### src/rtl/argmax_reg.sv
module argmax_reg #(
  parameter int N  = 10,
  parameter int W  = 4,
  parameter int AW = 4
) (
  input  logic          clk,
  input  logic          rst,
  input  logic          wr_en,
  input  logic [AW-1:0] wr_addr,
  input  logic [W-1:0]  wr_data,
  output logic [W-1:0]  max_val,
  output logic [AW-1:0] max_idx
);

  logic [W-1:0]  entry [N];
  logic [W-1:0]  best_val;
  logic [AW-1:0] best_idx;

  for (genvar g = 0; g < N; g++) begin : g_entry
    wire hit = wr_en && (wr_addr == AW'(g));
    always_ff @(posedge clk) begin
      if (rst)      entry[g] <= '0;
      else if (hit) entry[g] <= wr_data;
    end
  end

  always_comb begin
    best_val = entry[0];
    best_idx = '0;
    for (int i = 1; i < N; i++) begin
      if (entry[i] > best_val) begin
        best_val = entry[i];
        best_idx = AW'(i);
      end
    end
  end

  always_ff @(posedge clk) begin
    if (rst) begin
      max_val <= '0;
      max_idx <= '0;
    end else begin
      max_val <= best_val;
      max_idx <= best_idx;
    end
  end

endmodule

### config.mk
export PLATFORM = sky130hd
export DESIGN_NAME = argmax_reg
export DESIGN_NICKNAME = d
export VERILOG_FILES = /design/src/rtl/argmax_reg.sv
export SDC_FILE = /design/constraint.sdc
export NUM_CORES = 1
export LEC_CHECK = 0
export BUFFER_PORTS_ARGS = -buffer_cell sky130_fd_sc_hd__buf_2
export CORE_ASPECT_RATIO = 0.7
export CORE_MARGIN = 4
export CORE_UTILIZATION = 35
export CTS_CLUSTER_DIAMETER = 80
export DETAILED_ROUTE_END_ITERATION = 10
export MAX_ROUTING_LAYER = met4
export PLACE_DENSITY_LB_ADDON = 0.1
export SETUP_SLACK_MARGIN = 0.15
export SLEW_MARGIN = 30
export SYNTH_ARGS = -nofsm -noshare
export SYNTH_HDL_FRONTEND = slang
export SYNTH_SLANG_ARGS = --single-unit
### constraint.sdc
create_clock -name clk -period 14.7 [get_ports clk]
set_input_delay 0.735 -clock clk [delete_from_list [all_inputs] [get_ports clk]]
set_output_delay 0.735 -clock clk [all_outputs]
set_load 0.02 [all_outputs]
Yosys cells after proc, flatten, opt, wreduce, memory -nomap -nowiden:

Memory sizes are Yosys's and may differ from the RTL's.
Index checks and enable logic that the tools add are counted.

* reduce and logical (&&, ||, !) cells: 12
* magnitude comparators: 9
* mux-type cells: 60
* bitwise logic cells: 10
* equal/unequal tests: 9

Operator list (count)
* 4-bit two-way mux: 27
* 4-bit > comparator: 9
* 1-bit two-way mux: 33
* 4-bit by 3-bit == test with 1-bit output, second input constant: 4
* 1-bit logical AND: 10
* 1-bit bitwise OR: 10
* 4-bit by 2-bit == test with 1-bit output, second input constant: 2
* 4-bit == test, second input constant: 2
* 4-bit by 1-bit == test with 1-bit output, second input constant: 1
* 4-bit zero test: 1
* 3-bit OR reduction: 1

* output and inout port bits: 8
* input bits: 11
* register bits after elaboration: 8
* word-level logic and storage cells: 104
* memory bits (writable): 40
* memories: 1

Memory list
* entry: depth 10, bits a word 4, read ports 10, clocked after memory_dff 0, write ports 10, line 15 `logic [W-1:0] entry [N];`

Longest topological paths before layout:

Gate-level depths: netlist of the first run.
An unclocked memory read counts as a cell.

* depth after elaboration: 19
* mapped depth: 74
* gate-level depth less buffers: 72

Least setup slack after synthesis of the first run:

No wires, ideal clock.

* path kind: reg2reg
* from: memory entry[1][1]
* to: register max_val[2]
* period minus slack after synthesis: 12.714 ns
* path slack: 1.986 ns
* arrival time: 12.592 ns
* required time: 14.578 ns
* library setup time: 0.122 ns
* path buffers: 2
* stages on the path, launching flop included: 65
* cells stage by stage: edfxtp_1 ha_1 nor2b_4 o211ai_2 a21oi_1 o21ai_0 inv_1 ha_1 a21oi_1 a21oi_1 and4_1 or4_4 o21ai_0 ha_1 a21o_1 a21oi_1 and3b_1 a221oi_4 (+29 left out) clkbuf_1 mux2_1 ha_1 nor3_1 a22o_1 a31oi_1 and3_4 buf_6 nand2_1 o21ai_0 ha_1 nor2b_1 o21ai_0 nand2b_1 a21oi_1 a41oi_1 nor3_1 a221o_1

RTL lines
* start, declared: line 15
* end signal, assigned: line 43 `max_val <= best_val;`
* end, declared: line 11 `output logic [W-1:0] max_val,`

==> results of run 1 <==
[cells in the final DEF (no fill, tap or decap), types with 10 or more instances in the layout]
cell type,instances
a21oi_1,21
and2_1,44
buf_2,18
edfxtp_1,40
ha_1,27
inv_1,29
nand2_1,28
nand3_1,10
nor2_1,15
nor3_1,11
o21ai_0,15
[kinds of logic after synthesis]
logic type                 after synthesis  share of synthesized area
AOI/OAI and AO/OA                      102                      0.211
xor gates and xnor gates                 1                    0.00240
adders and majority gates               29                     0.0984
buffers and inverters                   35                     0.0381
DFF                                     48                      0.373
muxes                                   13                     0.0384
and+or+nand+nor                        152                      0.239
[metrics by stage]
stage | utilization | std cells | worst slack (ps) | cell area, sq um | hold WS [ps]
floorplan | - | 380 | 1990 | 3650 | 504
global placement | 0.389 | 520 | 315 | 3870 | 598
detailed placement | 0.389 | 520 | 309 | 3870 | 582
CTS | 0.406 | 528 | 256 | 4040 | 605
global route | 0.415 | 530 | 144 | 4130 | 630
finish | 0.415 | 530 | 1070 | 4130 | 588
[area by class of cell]
cell class / count / share of cell area
clock buffers: 5 / 0.0303
clock inverters: 3 / 0.0103
well taps: 128 / 0.0388
multi-input cells: 297 / 0.539
inverters: 29 / 0.0264
repair buffers: 20 / 0.0255
flip-flops and latches: 48 / 0.330
[timing repair]
action,4_1_cts,5_1_grt
gates resized for setup,0,14
setup buffers,0,2
endpoints found under the setup margin,0,8
[layer usage]
| metal | track usage | part of all wire | wire [um] |
|---|---|---|---|
| met5 | - | 0 | 0 |
| met4 | 0.0182 | 0.0014 | 12 |
| met3 | 0.0188 | 0.021 | 179 |
| met2 | 0.184 | 0.38 | 3150 |
| met1 | 0.246 | 0.60 | 5000 |
[flip-flops by register name, indices dropped and copies added (netlist names)]
signal,count
entry,40
max_idx,4
max_val,4
[worst max-delay path, delay by kind of cell, from the launching register on]
kind | cells | cell delay, ps
buffers and inverters | 1 | 60
and+or+nand+nor | 16 | 3000
muxes | 4 | 1420
adders and majority gates | 10 | 3220
DFF | 1 | 410
AOI/OAI and AO/OA | 30 | 5360
[worst min-delay path by stage]
stage	startpoint	to	slack, ps
after floorplan	entry[9][3]$_SDFFCE_PN0P_	max_val[3]$_SDFF_PP0_	500
after global placement	entry[9][0]$_SDFFCE_PN0P_	max_val[0]$_SDFF_PP0_	600
after detailed placement	entry[9][3]$_SDFFCE_PN0P_	max_val[3]$_SDFF_PP0_	580
after CTS	entry[9][3]$_SDFFCE_PN0P_	max_val[3]$_SDFF_PP0_	610
after global routing	entry[9][0]$_SDFFCE_PN0P_	max_val[0]$_SDFF_PP0_	630
final	entry[9][3]$_SDFFCE_PN0P_	max_val[3]$_SDFF_PP0_	590
==> impl_metrics.csv, run 1 <==
group,metric,value,unit
outcome,outcome,"completed",
global_routing,grt_pass1_wl,13700,um
floorplan,placementRows,30,
clock_tree,cts_tree,"yes",
floorplan,io_pins,19,
synthesis,avgSynthCellArea,9.60,sq um
worst_setup_path,reg2reg_setup_slack,1070,ps
drt,viasPerCell,5.34,
synthesis,synth-edff-count,40,
floorplan,initial_core_util,0.367,
worst_hold_path,holdPathStages,2,
global_routing,grt_pass1_vias,2584,
sta,rsz0062_at_grt,"false",
worst_setup_path,crit_required,14870,ps
clock_tree,numCtsBuffers,5,
final_layout,finalNetCount,439,
worst_setup_path,critPathKind,"reg2reg",
sta,final.period_utilization,0.927,
synthesis,ys_seq_area_frac,0.373,
final_layout,layout.area.seq,1360,sq um
floorplan,core_area,9950,sq um
synthesis,async_reset_ff_frac,0,
drt,wirelength,8340,um
worst_setup_path,critPathMaxStageDelay,560,ps
worst_setup_path,critPathLaunchType,"flip-flop",
synthesis,post-synth-top-count-cell,"and2_1",
global_routing,grt_max_degree,30,
clock_tree,cts_buffer_depth,2,
placed_design,place_congestion,0.802,
final_layout,num_antenna_cells,0,
placed_design,portBuffers,18,
synthesis,synth_cell_types,69,
synthesis,synth_flop_cell,"edfxtp_1",
floorplan,die-area,12200,sq um
worst_setup_path,path_common_cell,"a21oi_1",
global_routing,grt-ovfl-total,0,
clock_tree,worstSkewPairLatency,280,ps
clock_tree,clkSinkCount,48,
final_layout,multi_input_area,2230,sq um
sta,drv_slew,0,
clock_tree,ctsRootBufferMaster,"clkbuf_16",
placed_design,dpl.hpwl,6620,um
job,cap_viol_max_count,0,
sta,tightest_slew,626,ps
sta,max_freq,73.4,MHz
worst_setup_path,crit_slowest_cell,"or4_4",
floorplan,fp.dieH,93.4,um
clock_tree,cts_htree_levels,2,
synthesis,post-synth-top-area-cell,"edfxtp_1",
sta,min_period,13630,ps
sta,maxSlewHeadroom,0.579,
sta,hold_violations,0,
clock_tree,clkSlewWorstSetupHoldPaths,60,ps
floorplan,die_width,130,um
clock_tree,cts_hold_buf,0,
global_routing,grt_antenna_before_repair,0,
sta,fin_skew,3.10,ps
final_layout,syn_to_final_growth,13.1,%
worst_hold_path,holdCritPathClass,"reg2reg",
final_layout,nFillCells,962,
drt,dr.pass1.iters,4,
worst_setup_path,arrival,13800,ps
drt,ant_nets,0,
drt,vias,2830,
worst_setup_path,endpoint,"max_val[2]$_SDFF_PP0_",
synthesis,synthTopCellsByCount,"44 x and2_1, 40 x edfxtp_1, 29 x inv_1",
worst_setup_path,end_kind,"flip-flop",
global_routing,track_usage,0.146,
final_layout,drive_gt1_frac,0.167,
sta,finalSetupViolCount,0,
worst_setup_path,reg2reg_to,"max_val[2]$_SDFF_PP0_",
worst_setup_path,critical_path.max_fanout,8,
sta,timing.setup.tns,0,ps
drt,route.detailed.drc,0,
synthesis,synth_seq_cells,48,
worst_setup_path,critPathLaunch,"entry[1][3]$_SDFFCE_PN0P_",
synthesis,synth.area.top_cells,"edfxtp_1 33%, ha_1 9.3%, and2_1 7.5%, dfxtp_1 4.4%, a21oi_1 3.3%",
synthesis,synth_top_area_frac,0.329,
drt,wire_per_inst,15.7,um
worst_setup_path,reg2reg_from,"entry[1][3]$_SDFFCE_PN0P_",
worst_setup_path,worst_r2r_path_depth,61,
synthesis,yosysWarnings,0,
synthesis,syn_area,3650,sq um
synthesis,synth_nets,418,
synthesis,syn-instance-count,380,
drt,drt-initial-drc-count,203,
Power of run 1 is left out: the tool's default activity adds up to more than one toggle a clock period on the data nets, which glitch-free logic cannot reach.
==> run 2: changes to the inputs <==
--- a/config.mk
+++ b/config.mk
@@ -10,3 +10,3 @@
 export CORE_MARGIN = 4
-export CORE_UTILIZATION = 35
+export CORE_UTILIZATION = 55
 export CTS_CLUSTER_DIAMETER = 80
==> constraint.sdc (replaced) <==
create_clock -name clk -period 14.7 [get_ports clk]
set_input_delay 2.94 -clock clk [delete_from_list [all_inputs] [get_ports clk]]
set_output_delay 2.94 -clock clk [all_outputs]
set_load 0.02 [all_outputs]
==> run 2 against run 1 <==
Utilization grew 22 points; clock skew grew 1.9 ps; cell count shrank 7.2%; hold slack lost 10 ps; critical endpoint unchanged; final area shrank 3.0%; highest routed layer unchanged; first-iteration DRC count shrank 5.4%; via count grew 2.5%; sequential share of layout area grew 1.0 points.
==> impl_metrics.csv, run 2 (synthesis gave the netlist of run 1 again) <==
group,metric,value,unit
sta,tightest_slew,597,ps
sta,drv_slew,0,
final_layout,mostFrequentLayoutCell,"and2_1",
floorplan,fp.dieH,76.2,um
global_routing,grt_max_degree,30,
sta,rsz0062_at_grt,"false",
floorplan,core_area,6340,sq um
clock_tree,cts_htree_levels,2,
placed_design,place_congestion,0.927,
worst_setup_path,critPathMaxStageDelay,550,ps
final_layout,drive_gt1_frac,0.157,
sta,max_freq,73.4,MHz
worst_setup_path,reg2reg_setup_slack,1070,ps
sta,finalSetupViolCount,0,
drt,drt-initial-drc-count,192,
final_layout,regMostFlops,"entry",
drt,wirelength,8000,um
clock_tree,cts_buffer_depth,2,
floorplan,initial_core_util,0.576,
worst_setup_path,critPathKind,"reg2reg",
final_layout,num_antenna_cells,0,
clock_tree,numCtsBuffers,5,
clock_tree,ctsRootBufferMaster,"clkbuf_8",
final_layout,nFillCells,534,
worst_setup_path,end_kind,"flip-flop",
floorplan,io_pins,19,
floorplan,die-area,8020,sq um
final_layout,syn_to_final_growth,9.74,%
worst_hold_path,holdCritPathClass,"reg2reg",
final_layout,final_cell_mix,"44 x and2_1, 40 x edfxtp_1, 29 x inv_1",
floorplan,placementRows,24,
worst_setup_path,path_common_cell,"a21oi_1",
final_layout,fin_util,0.632,
drt,viasPerCell,5.90,
sta,min_period,13630,ps
sta,final.period_utilization,0.927,
floorplan,die_width,105,um
job,cap_viol_max_count,0,
worst_setup_path,crit_slowest_cell,"or4_4",
final_layout,finalNetCount,438,
clock_tree,worstSkewPairLatency,300,ps
sta,hold_violations,0,
sta,timing.setup.tns,0,ps
sta,setup_ws,1070,ps
outcome,outcome,"completed",
clock_tree,clkSlewWorstSetupHoldPaths,80,ps
worst_setup_path,critical_path.max_fanout,7,
final_layout,stdcell_area,4010,sq um
final_layout,largest_reg_flops,40,
global_routing,grt_antenna_before_repair,0,
global_routing,track_usage,0.208,
global_routing,grt_pass1_vias,2681,
worst_setup_path,critPathLaunchType,"flip-flop",
final_layout,top_regs,"entry x40, max_idx x4, max_val x4",
clock_tree,cts_tree,"yes",
placed_design,post_dp_cell_area,3820,sq um
sta,maxSlewHeadroom,0.599,
drt,vias,2902,
placed_design,dpl.hpwl,6230,um
drt,wire_per_inst,16.3,um
worst_setup_path,crit_required,14900,ps
worst_setup_path,arrival,13830,ps
drt,route.detailed.drc,0,
placed_design,portBuffers,18,
placed_design,place_ws,533,ps
drt,dr.pass1.iters,5,
global_routing,grt_pass1_wl,13200,um
global_routing,grt-ovfl-total,0,
sta,fin_skew,5.04,ps
drt,ant_nets,0,
clock_tree,clkSinkCount,48,
run 2: final timing paths:
check	cells after the start	to	from
setup / recovery	62	max_val[2]$_SDFF_PP0_	entry[1][3]$_SDFFCE_PN0P_
hold / removal	2	max_val[0]$_SDFF_PP0_	entry[9][0]$_SDFFCE_PN0P_
setup reg to reg	62	max_val[2]$_SDFF_PP0_	entry[1][3]$_SDFFCE_PN0P_
hold reg to reg	2	max_val[0]$_SDFF_PP0_	entry[9][0]$_SDFFCE_PN0P_
run 2: final cells by class:
class                      count  area, sq um  area share
multi-input combinational    297         2220       0.553
timing repair buffer          19         97.6      0.0244
clock buffer                   6         72.6      0.0181
sequential                    48         1360       0.340
clock inverter                 2         35.0     0.00875
inverter                      29          109      0.0272
tap                           91          114      0.0284
run 2: through the flow:
stage	std cells	hold slack [ps]
floorplan	380	504
global placement	483	548
detailed placement	483	579
CTS	491	582
global route	492	599
finish	492	578
run 2: per-layer routing:
metal	wire, um	up-vias	global-route usage
met5	0	-	-
met4	97	0	0.0550
met3	283	12	0.0229
met2	3160	76	0.283
met1	4460	1351	0.323
li1	-	1463	-
run 2: critical path: cells and delay by family (launching register included):
| family | cells | cell delay (ps) |
|---|---|---|
| buffers and inverters | 1 | 70 |
| DFF | 1 | 410 |
| muxes | 4 | 1440 |
| adders and majority gates | 10 | 3280 |
| and+or+nand+nor | 18 | 3370 |
| AOI/OAI and AO/OA | 29 | 4970 |
run 2: what timing repair did:
action / in CTS / in global routing
setup buffers: 0 / 1
resized for setup: 0 / 12
setup endpoints to repair: 0 / 8
hold buffers: 0 / 0
Power of run 2 is left out for the same reason.
